<file path="src/rtl/integ_pkg.sv">
package integ_pkg;

  typedef enum logic [1:0] {
    ST_IDLE  = 2'd0,
    ST_SCAN  = 2'd1,
    ST_DRAIN = 2'd2
  } scan_st_e;

  // test fields, packed so they map straight onto register bits 5..2
  typedef struct packed {
    logic ecc;
    logic lvl;
    logic mrg;
    logic seq;
  } tcfg_t;

  localparam int CSR_W   = 8;
  localparam int B_GO    = 0;
  localparam int B_DONE  = 1;
  localparam int B_CFG   = 2;
  localparam int B_ERR   = 6;

endpackage

</file>
<file path="src/rtl/integ_csr.sv">
module integ_csr
  import integ_pkg::*;
(
  input  logic             clk,
  input  logic             rst,
  input  logic             we,
  input  logic [CSR_W-1:0] wdata,
  input  logic             glb_done,
  input  logic             done,
  input  logic             busy_any,
  output logic             start_ok,
  output tcfg_t            cfg_q,
  output tcfg_t            cfg_d,
  output logic             err_q,
  output logic [CSR_W-1:0] rdata
);

  logic  wr_ok;
  logic  go;
  logic  bad;
  logic  err_d;
  tcfg_t cfg_eff;
  logic  unused_bits;

  assign unused_bits = ^{wdata[CSR_W-1:B_ERR], wdata[B_DONE]};

  always_comb begin
    wr_ok    = done & glb_done;
    cfg_eff  = wr_ok ? tcfg_t'(wdata[B_CFG +: 4]) : cfg_q;
    go       = we & wdata[B_GO] & done & ~busy_any;
    bad      = cfg_eff.mrg & ~cfg_eff.seq;
    start_ok = go & ~bad;
    cfg_d    = cfg_q;
    if (we && !wdata[B_GO] && wr_ok) cfg_d = cfg_eff;
    if (start_ok)                    cfg_d = cfg_eff;
    err_d = err_q;
    if (go && bad)     err_d = 1'b1;
    else if (start_ok) err_d = 1'b0;
  end

  always_ff @(posedge clk) begin
    if (rst) begin
      cfg_q <= '0;
      err_q <= 1'b0;
      rdata <= CSR_W'(1) << B_DONE;
    end else begin
      cfg_q <= cfg_d;
      err_q <= err_d;
      rdata <= {1'b0, err_q, (wr_ok ? cfg_q : tcfg_t'('0)), done, 1'b0};
    end
  end

  AST_CFG_WRITE_GATED: assert property (@(posedge clk) disable iff (rst)
    !$stable(cfg_q) |-> $past(done && glb_done));

  AST_ERR_KEEPS_IDLE: assert property (@(posedge clk) disable iff (rst)
    $rose(err_q) |-> done);

endmodule

</file>
<file path="src/rtl/integ_addr_gen.sv">
module integ_addr_gen #(
  parameter int AW = 5
) (
  input  logic          clk,
  input  logic          rst,
  input  logic          clr,
  input  logic          step,
  input  logic          seq,
  output logic [AW-1:0] addr,
  output logic          last
);

  logic [AW-1:0] idx;
  logic [AW-1:0] alt;

  always_ff @(posedge clk) begin
    if (rst || clr)  idx <= '0;
    else if (step)   idx <= idx + 1'b1;
  end

  // even words first, then odd: rotate the index left by one
  generate
    if (AW > 1) begin : g_rot
      assign alt = {idx[AW-2:0], idx[AW-1]};
    end else begin : g_flat
      assign alt = idx;
    end
  endgenerate

  always_comb begin
    addr = seq ? idx : alt;
    last = &idx;
  end

  AST_IDX_HOLDS: assert property (@(posedge clk) disable iff (rst)
    (!step && !$past(clr)) |=> $stable(idx) || $past(clr));

endmodule

</file>
<file path="src/rtl/integ_misr.sv">
module integ_misr #(
  parameter int          W    = 32,
  parameter logic [W-1:0] POLY = 32'h0040_0007
) (
  input  logic         clk,
  input  logic         rst,
  input  logic         seed,
  input  logic         fold,
  input  logic [W-1:0] din,
  output logic [W-1:0] sig
);

  logic [W-1:0] sig_n;

  always_comb begin
    sig_n = {sig[W-2:0], 1'b0} ^ (sig[W-1] ? POLY : '0) ^ din;
  end

  always_ff @(posedge clk) begin
    if (rst || seed) sig <= '0;
    else if (fold)   sig <= sig_n;
  end

  AST_SIG_HOLD: assert property (@(posedge clk) disable iff (rst)
    (!seed && !fold) |=> $stable(sig));

endmodule

</file>
<file path="src/rtl/integ_scan.sv">
module integ_scan
  import integ_pkg::*;
#(
  parameter int                BLK_W  = 2,
  parameter int                BLK_AW = 3,
  parameter int                DATA_W = 32,
  parameter logic [DATA_W-1:0] POLY   = 32'h0040_0007
) (
  input  logic                    clk,
  input  logic                    rst,
  input  logic                    csr_we,
  input  logic [7:0]              csr_wdata,
  output logic [7:0]              csr_rdata,
  input  logic                    glb_done,
  input  logic                    ers_busy,
  input  logic                    pgm_busy,
  input  logic                    hv_busy,
  input  logic [(1<<BLK_W)-1:0]   blk_sel,
  input  logic [(1<<BLK_W)-1:0]   blk_lock,
  output logic [BLK_W+BLK_AW-1:0] mem_addr,
  output logic                    mem_rd,
  input  logic [DATA_W-1:0]       mem_rdata,
  output logic                    mem_margin,
  output logic                    mem_mlvl,
  output logic                    ecc_chk,
  output logic                    scan_done,
  output logic [DATA_W-1:0]       sig
);

  localparam int AW   = BLK_W + BLK_AW;
  localparam int NBLK = 1 << BLK_W;

  scan_st_e        state, state_n;
  logic            done_q;
  logic            rd_d1;
  logic [NBLK-1:0] elig_q;
  logic            any_elig;
  logic            start_ok;
  logic            err_q;
  tcfg_t           cfg_q, cfg_d;
  logic [AW-1:0]   gen_addr;
  logic            gen_last;
  logic            run_n;

  assign scan_done = done_q;
  assign any_elig  = |(blk_sel & ~blk_lock);

  integ_csr u_csr (
    .clk      (clk),
    .rst      (rst),
    .we       (csr_we),
    .wdata    (csr_wdata),
    .glb_done (glb_done),
    .done     (done_q),
    .busy_any (ers_busy | pgm_busy | hv_busy),
    .start_ok (start_ok),
    .cfg_q    (cfg_q),
    .cfg_d    (cfg_d),
    .err_q    (err_q),
    .rdata    (csr_rdata)
  );

  integ_addr_gen #(.AW(AW)) u_agen (
    .clk  (clk),
    .rst  (rst),
    .clr  (start_ok),
    .step (state == ST_SCAN),
    .seq  (cfg_q.seq),
    .addr (gen_addr),
    .last (gen_last)
  );

  integ_misr #(.W(DATA_W), .POLY(POLY)) u_misr (
    .clk  (clk),
    .rst  (rst),
    .seed (start_ok),
    .fold (rd_d1),
    .din  (mem_rdata),
    .sig  (sig)
  );

  always_comb begin
    state_n = state;
    case (state)
      ST_IDLE:  if (start_ok && any_elig) state_n = ST_SCAN;
      ST_SCAN:  if (gen_last)             state_n = ST_DRAIN;
      ST_DRAIN: if (!mem_rd && !rd_d1)    state_n = ST_IDLE;
      default:                            state_n = ST_IDLE;
    endcase
    run_n = (state_n != ST_IDLE);
  end

  always_ff @(posedge clk) begin
    if (rst) begin
      state      <= ST_IDLE;
      done_q     <= 1'b1;
      rd_d1      <= 1'b0;
      elig_q     <= '0;
      mem_rd     <= 1'b0;
      mem_addr   <= '0;
      mem_margin <= 1'b0;
      mem_mlvl   <= 1'b0;
      ecc_chk    <= 1'b0;
    end else begin
      state <= state_n;
      rd_d1 <= mem_rd;
      if (start_ok) elig_q <= blk_sel & ~blk_lock;
      if (start_ok && any_elig)
        done_q <= 1'b0;
      else if (state == ST_DRAIN && state_n == ST_IDLE)
        done_q <= 1'b1;
      mem_rd <= (state == ST_SCAN) && elig_q[gen_addr[AW-1 -: BLK_W]];
      if (state == ST_SCAN) mem_addr <= gen_addr;
      mem_margin <= run_n & cfg_d.mrg;
      mem_mlvl   <= run_n & cfg_d.mrg & cfg_d.lvl;
      ecc_chk    <= run_n & cfg_d.ecc;
    end
  end

  AST_START_INTERLOCK: assert property (@(posedge clk) disable iff (rst)
    $fell(done_q) |-> $past(!ers_busy && !pgm_busy && !hv_busy));

  AST_RD_ONLY_RUNNING: assert property (@(posedge clk) disable iff (rst)
    mem_rd |-> !done_q);

  AST_RD_ELIGIBLE: assert property (@(posedge clk) disable iff (rst)
    mem_rd |-> elig_q[mem_addr[AW-1 -: BLK_W]]);

  AST_MARGIN_SEQ: assert property (@(posedge clk) disable iff (rst)
    mem_margin |-> cfg_q.seq);

  AST_MODE_IN_CHECK: assert property (@(posedge clk) disable iff (rst)
    (mem_margin || ecc_chk) |-> !done_q);

  AST_LVL_NEEDS_MARGIN: assert property (@(posedge clk) disable iff (rst)
    mem_mlvl |-> mem_margin);

  AST_EMPTY_NO_RUN: assert property (@(posedge clk) disable iff (rst)
    (start_ok && !any_elig) |=> done_q);

endmodule

</file>
<file path="config.mk">
export PLATFORM = sky130hd
export DESIGN_NAME = integ_scan
export DESIGN_NICKNAME = d
export VERILOG_FILES = /design/src/rtl/integ_pkg.sv /design/src/rtl/integ_csr.sv /design/src/rtl/integ_addr_gen.sv /design/src/rtl/integ_misr.sv /design/src/rtl/integ_scan.sv
export SDC_FILE = /design/constraint.sdc
export NUM_CORES = 1
export LEC_CHECK = 0
export BUFFER_PORTS_ARGS = -buffer_cell sky130_fd_sc_hd__buf_4
export CELL_PAD_IN_SITES_DETAIL_PLACEMENT = 1
export CELL_PAD_IN_SITES_GLOBAL_PLACEMENT = 2
export CORE_ASPECT_RATIO = 0.7
export CORE_MARGIN = 5
export CORE_UTILIZATION = 23
export CTS_CLUSTER_DIAMETER = 50
export DETAILED_ROUTE_END_ITERATION = 12
export PLACE_DENSITY_LB_ADDON = 0.05
export RECOVER_POWER = 50
export SKIP_CTS_REPAIR_TIMING = 1
export SYNTH_ARGS = -nofsm -noshare
export SYNTH_HDL_FRONTEND = slang
export SYNTH_SLANG_ARGS = --single-unit
export TNS_END_PERCENT = 10
</file>
<file path="constraint.sdc">
create_clock -name clk -period 1.7 [get_ports clk]
set_input_delay 0.17 -clock clk [delete_from_list [all_inputs] [get_ports clk]]
set_output_delay 0.17 -clock clk [all_outputs]
set_load 0.03 [all_outputs]
</file>
# After elaboration in Yosys (flattened, before gate mapping)
# Cells that the tools add are included.
# totals
ff_bits,67
input_bits,55
output_inout_bits,50
word_cells,77
# op_classes
add_sub_neg,1
n_lt_le_gt_ge,1
eq_ne,2
n_mux,15
bitwise_logic,19
n_reduce_logical,20
# ops
operator,n
32-bit XOR,2
23-bit 2-to-1 mux,1
4-bit 2-to-1 mux,3
1-bit AND,9
2-bit nonzero test,4
1-bit logical AND,7
2-bit 2-to-1 mux,3
2-bit case mux with 3 select lines,1
5-bit by 1-bit adder with 5-bit output (second input constant),1
1-bit 2-to-1 mux,5
5-bit 2-to-1 mux,1
5-bit AND reduction,1
4-bit AND,1
2-bit zero test,2
1-bit inverter,4
4-bit inverter,1
4-bit OR reduction,1
1-bit zero test,3
2-bit by 3-bit < comparator with 1-bit output (second input constant),1
1-bit binary-select mux with 2-bit select,1
2-bit by 1-bit equality test with 1-bit output (second input constant),1
2-bit equality test (second input constant),1
1-bit OR,2
2-bit OR reduction,1
1-bit logical OR,1

# Depth between registers and ports, before layout
# logic_depth
word_depth,13
mapped_depth,7
mapped_depth_nobuf,5

# Hierarchy
# From an unflattened synthesis, not the netlist that was laid out.
# unflattened
hier_cells,295
hier_area_um2,3154.3
# modules_own_cells
module,instances,cells_each,area_each_um2,seq_area_each_um2
integ_misr,1,145,1609.0,640.6
integ_scan,1,71,705.7,340.3
integ_csr,1,51,531.8,220.2
integ_addr_gen,1,28,307.8,100.1

# Least setup slack after synthesis
# Ideal clock, no wire load.
# synth_timing
path_type,reg-to-reg
startpoint,register done_q (netlist: scan_done)
endpoint,register u_misr.sig[10]
t_arrival_ps,1667
slack_ps,-53
path_stages_with_launch,8
path_buffers,3
cell_sequence,dfxtp_1 and2_1 buf_6 mux2i_1 o21ai_1 buf_2 buf_2 a211oi_1
# synth_via
elab_chain_cells,7
# synth_lines
element,line_no,text
start: declaration,integ_scan.sv:34,logic done_q;
start signal: assignment,integ_scan.sv:96,done_q <= 1'b1;
start signal: assignment,integ_scan.sv:109,done_q <= 1'b0;
start signal: assignment,integ_scan.sv:111,done_q <= 1'b1;
1-bit AND,integ_csr.sv:28,wr_ok = done & glb_done;
4-bit 2-to-1 mux,integ_csr.sv:29,cfg_eff = wr_ok ? tcfg_t'(wdata[B_CFG +: 4]) : cfg_q;
1-bit inverter,integ_csr.sv:31,bad = cfg_eff.mrg & ~cfg_eff.seq;
1-bit AND,integ_csr.sv:31,
1-bit inverter,integ_csr.sv:32,start_ok = go & ~bad;
1-bit AND *,integ_csr.sv:32,
1-bit logical OR *,integ_misr.sv:20,if (rst || seed) sig <= '0;
end signal: assignment,integ_misr.sv:21,else if (fold) sig <= sig_n;
end: declaration,integ_misr.sv:10,output logic [W-1:0] sig
# Mark *: on every way between the ends. The rest lies on a longest branch, timed or not.
# A chain may end at the register's enable or synchronous reset.

# Final worst setup path
# layout_timing
startpoint,register done_q (netlist: scan_done)
endpoint,register state[0]
# layout_via
elab_chain_cells,9
# layout_lines
element,line_no,text
1-bit AND,integ_csr.sv:28,
4-bit 2-to-1 mux,integ_csr.sv:29,
1-bit inverter,integ_csr.sv:31,
1-bit AND,integ_csr.sv:31,
1-bit inverter,integ_csr.sv:32,
1-bit AND *,integ_csr.sv:32,
1-bit logical AND *,integ_scan.sv:85,ST_IDLE: if (start_ok && any_elig) state_n = ST_SCAN;
2-bit 2-to-1 mux *,integ_scan.sv:85,
2-bit case mux with 3 select lines *,integ_scan.sv:84,case (state)
end signal: assignment,integ_scan.sv:105,state <= state_n;
end: declaration,integ_scan.sv:33,"scan_st_e state, state_n;"
# Marks and branches as above.

==> results_dict.tcl <==
set metrics [dict create \
    run_status "finished clean" \
    cpLargestDelayFamily "simple AND/OR/NAND/NOR gates" \
    cts_num_sinks 65 \
    intPower_uw 3040 \
    fraction_of_the_core_area_covered_by_cells_at_the_end_of_the_flow_pct 33.2 \
    seq_power_share_pct 40.1 \
    worst_r2r_startpoint "scan_done$_SDFFE_PP1P_" \
    num_antenna_cells 0 \
    track_usage_pct 11.3 \
    vias 2434 \
    synth_cell_types 42 \
    final-max-slew-violation-count 0 \
    max_clock_freq_ghz 0.622 \
    worstSetupStartpointType "register" \
    clkTransAtPathRegs_ns 0.06 \
    postSynthAreaPerCell_sq_um 9.37 \
    cp.buffers_inverters 0 \
    tritoncts "done" \
    power.density_cell_area_nw_per_um2 981 \
    timing.setup.critical_path_class "reg2reg" \
    area_added_between_synthesis_and_finish_pct 39.9 \
    worstSetupPathDepth 4 \
    post_drt_wl_per_cell_microns 14.6 \
    die_y_microns 102 \
    num_io_pins 105 \
    initial_utilization_pct 23.7 \
    post_synth_inst_count 299 \
    p_comb_share_pct 7.2 \
    finish.net_count 454 \
    final-setup-viol-count 0 \
    fillerInstances 1418 \
    ys_seq_area_share_pct 46.5 \
    cap_viol_max_count 0 \
    core.rowCount 33 \
    post_route_cells_drive_above_1_share_pct 21.6 \
    crit_fanout 7 \
    holdCritStartpoint "mem_rdata[28]" \
    place_worst_setup_slack_ns -0.0610 \
    detail_route.iter0.violations 87 \
    clk_latency_ns 0.32 \
    power.total_uw 3840 \
    setup.worst_path.end_class "register" \
    r2r-end "state[0]$_SDFF_PP0_" \
    fraction_of_registers_with_async_set_or_reset_after_synthesis_pct 0 \
    hold_violations 0 \
    power.static_leakage_uw 0.00136 \
    rrSetupSlack_ns 0.09 \
    numPortBuffers 99 \
    remaining_drc_errors 0 \
    cp_slowest_stage_delay_ns 0.47 \
    finalWorstSetupSlack_ns 0.0918 \
    antenna_left 0 \
    cts_made_buffers 9 \
    detailedRoute.firstPassIterationCount 6 \
    first_global_vias 2473 \
    r2r_cells 4 \
    timing.critical_path.arrival_ns 1.85 \
    grt_max_degree 63 \
    power.switching_uw 804 \
    cpMaxStageDelayCell "sky130_fd_sc_hd__or4_1" \
    post-dp-hpwl_microns 6100 \
    syn_area_sq_um 2800 \
    required_ns 1.94 \
    yosys_most_used_dff "sky130_fd_sc_hd__dfxtp_1" \
    p_clk_share_pct 52.7 \
    layout_min_cycle_time_ns 1.61 \
    dieArea_sq_um 14500 \
    hold_path.class "in2reg" \
    worstHoldPathCells 3 \
    rsz0062_at_grt "no" \
    ff_latch_count_synth 65 \
    switching_share_pct 20.9 \
    grt_pass1_wl_microns 12800 \
    synth_enable_flop_cells 0 \
    post_drt_via_cell_ratio 4.35 \
    cts.path.max_buffers 2 \
    synth_warnings 0 \
    timing.final.crit_share_pct 94.6 \
    place_congestion 0.742 \
    crit_chain "and2_2 > mux2i_4 > or4_1 > a211oi_1" \
    htreeDepth 3 \
    antenna_found_initial 0 \
    floorplan.core_area_sq_um 11800 \
    routed_wire_length_microns 8160 \
    setup-tns-final_ns 0 \
    die_width_microns 142 \
    clock-skew-final_ns 0.00425 \
    worst_ir_drop_vdd_mv 0.547 \
    cts.root.buffer_cell "sky130_fd_sc_hd__clkbuf_16" \
    global_route.overflow_total 0 \
    hold-path-endpoint "u_misr.sig[28]$_SDFFE_PP0P_" \
]
[power groups by stage]
stage	registers [uW]	logic, uW	clock network [uW]
final	1540	276	2020
after global routing	1540	302	2170
after CTS	1540	280	2100
after detailed placement	1580	278	0
after global placement	1570	279	0
after floorplan	1580	126	0
[Yosys cell counts (all sizes together) (6+ instances only)]
library cell / instances / area (sq um)
clkbuf: 13 / 48.8
a21oi: 9 / 45.0
xnor2: 36 / 315
nor2: 48 / 180
and3: 6 / 37.5
a211oi: 35 / 273
o21ai: 11 / 55.1
mux2i: 9 / 90.1
buf: 8 / 57.6
nor2b: 8 / 50.1
dfxtp: 65 / 1300
[routing by layer]
| metal | up-vias | wire length, microns | GRT usage [%] |
|---|---|---|---|
| li1 | 1239 | - | - |
| met1 | 1122 | 4350 | 16.5 |
| met2 | 65 | 3210 | 15.2 |
| met3 | 8 | 499 | 4.07 |
| met4 | 0 | 107 | 3.76 |
| met5 | - | 0 | 0 |
[cell usage in the layout (no fill, tap or decap), types with 3 or more instances in the layout]
master,instances
sky130_fd_sc_hd__nand2b_1,5
sky130_fd_sc_hd__or2_2,3
sky130_fd_sc_hd__nor2b_1,8
sky130_fd_sc_hd__nand4_1,3
sky130_fd_sc_hd__inv_1,3
sky130_fd_sc_hd__buf_12,3
sky130_fd_sc_hd__nand3_1,4
sky130_fd_sc_hd__o21ai_0,10
sky130_fd_sc_hd__a211oi_1,33
sky130_fd_sc_hd__a21oi_1,9
sky130_fd_sc_hd__buf_4,57
sky130_fd_sc_hd__clkbuf_16,9
sky130_fd_sc_hd__dfxtp_1,63
sky130_fd_sc_hd__nand3b_1,4
sky130_fd_sc_hd__xnor2_1,36
sky130_fd_sc_hd__nor2_1,48
sky130_fd_sc_hd__and3_1,6
sky130_fd_sc_hd__nand2_1,5
sky130_fd_sc_hd__clkbuf_1,47
sky130_fd_sc_hd__mux2i_1,8
[tightest hold or removal path: stages]
cell and delay [ns]:
sky130_fd_sc_hd__buf_4 0.08, sky130_fd_sc_hd__xnor2_1 0.10, sky130_fd_sc_hd__a211oi_1 0.06
[registers in the layout (all words and copies together) (netlist names), 2 cells and up]
register     cells
mem_addr         5
u_misr.sig      32
u_agen.idx       5
state            2
elig_q           4
u_csr.cfg_q      4
u_csr.rdata      6
[worst max-delay path by stage]
stage                                  endpoint                   start  slack, ns
floorplan           u_misr.sig[10]$_SDFFE_PP0P_  scan_done$_SDFFE_PP1P_       0.08
global placement         elig_q[3]$_SDFFE_PP0P_  scan_done$_SDFFE_PP1P_      0.002
detailed placement  u_misr.sig[20]$_SDFFE_PP0P_  scan_done$_SDFFE_PP1P_      -0.06
CTS                 u_misr.sig[20]$_SDFFE_PP0P_  scan_done$_SDFFE_PP1P_      -0.08
global route                state[0]$_SDFF_PP0_  scan_done$_SDFFE_PP1P_       0.02
finish                      state[0]$_SDFF_PP0_  scan_done$_SDFFE_PP1P_       0.09
[metrics by stage]
stage          std cells  cell area, sq um  hold slack, ns
2_1_floorplan        300              2810           0.327
3_3_place_gp         543              3750           0.447
3_5_place_dp         543              3750           0.460
4_1_cts              559              4080           0.123
5_1_grt              559              3920           0.132
6_report             559              3920           0.136
[final cells by class]
cell class	instances	area (sq um)	area share, %
Clock buffer	11	253	6.45
Clock inverter	5	77.6	1.98
Inverter	3	11.3	0.288
Multi-Input combinational cell	211	1410	36.0
Sequential cell	65	1300	33.3
Tap cell	157	196	5.02
Timing Repair Buffer	107	664	17.0
[logic make-up (layout without fill, tap and decap cells)]
group	Yosys count	after routing	share of synthesized area, %
buf+inv	24	126	4.20
other cells	1	2	0.134
fa+ha+maj	2	2	0.894
mux	9	9	3.22
flops	65	65	46.5
xor+xnor	38	38	11.9
simple gates	95	95	16.8
compound gates	65	65	16.4
(Power assumes the default switching activity.)
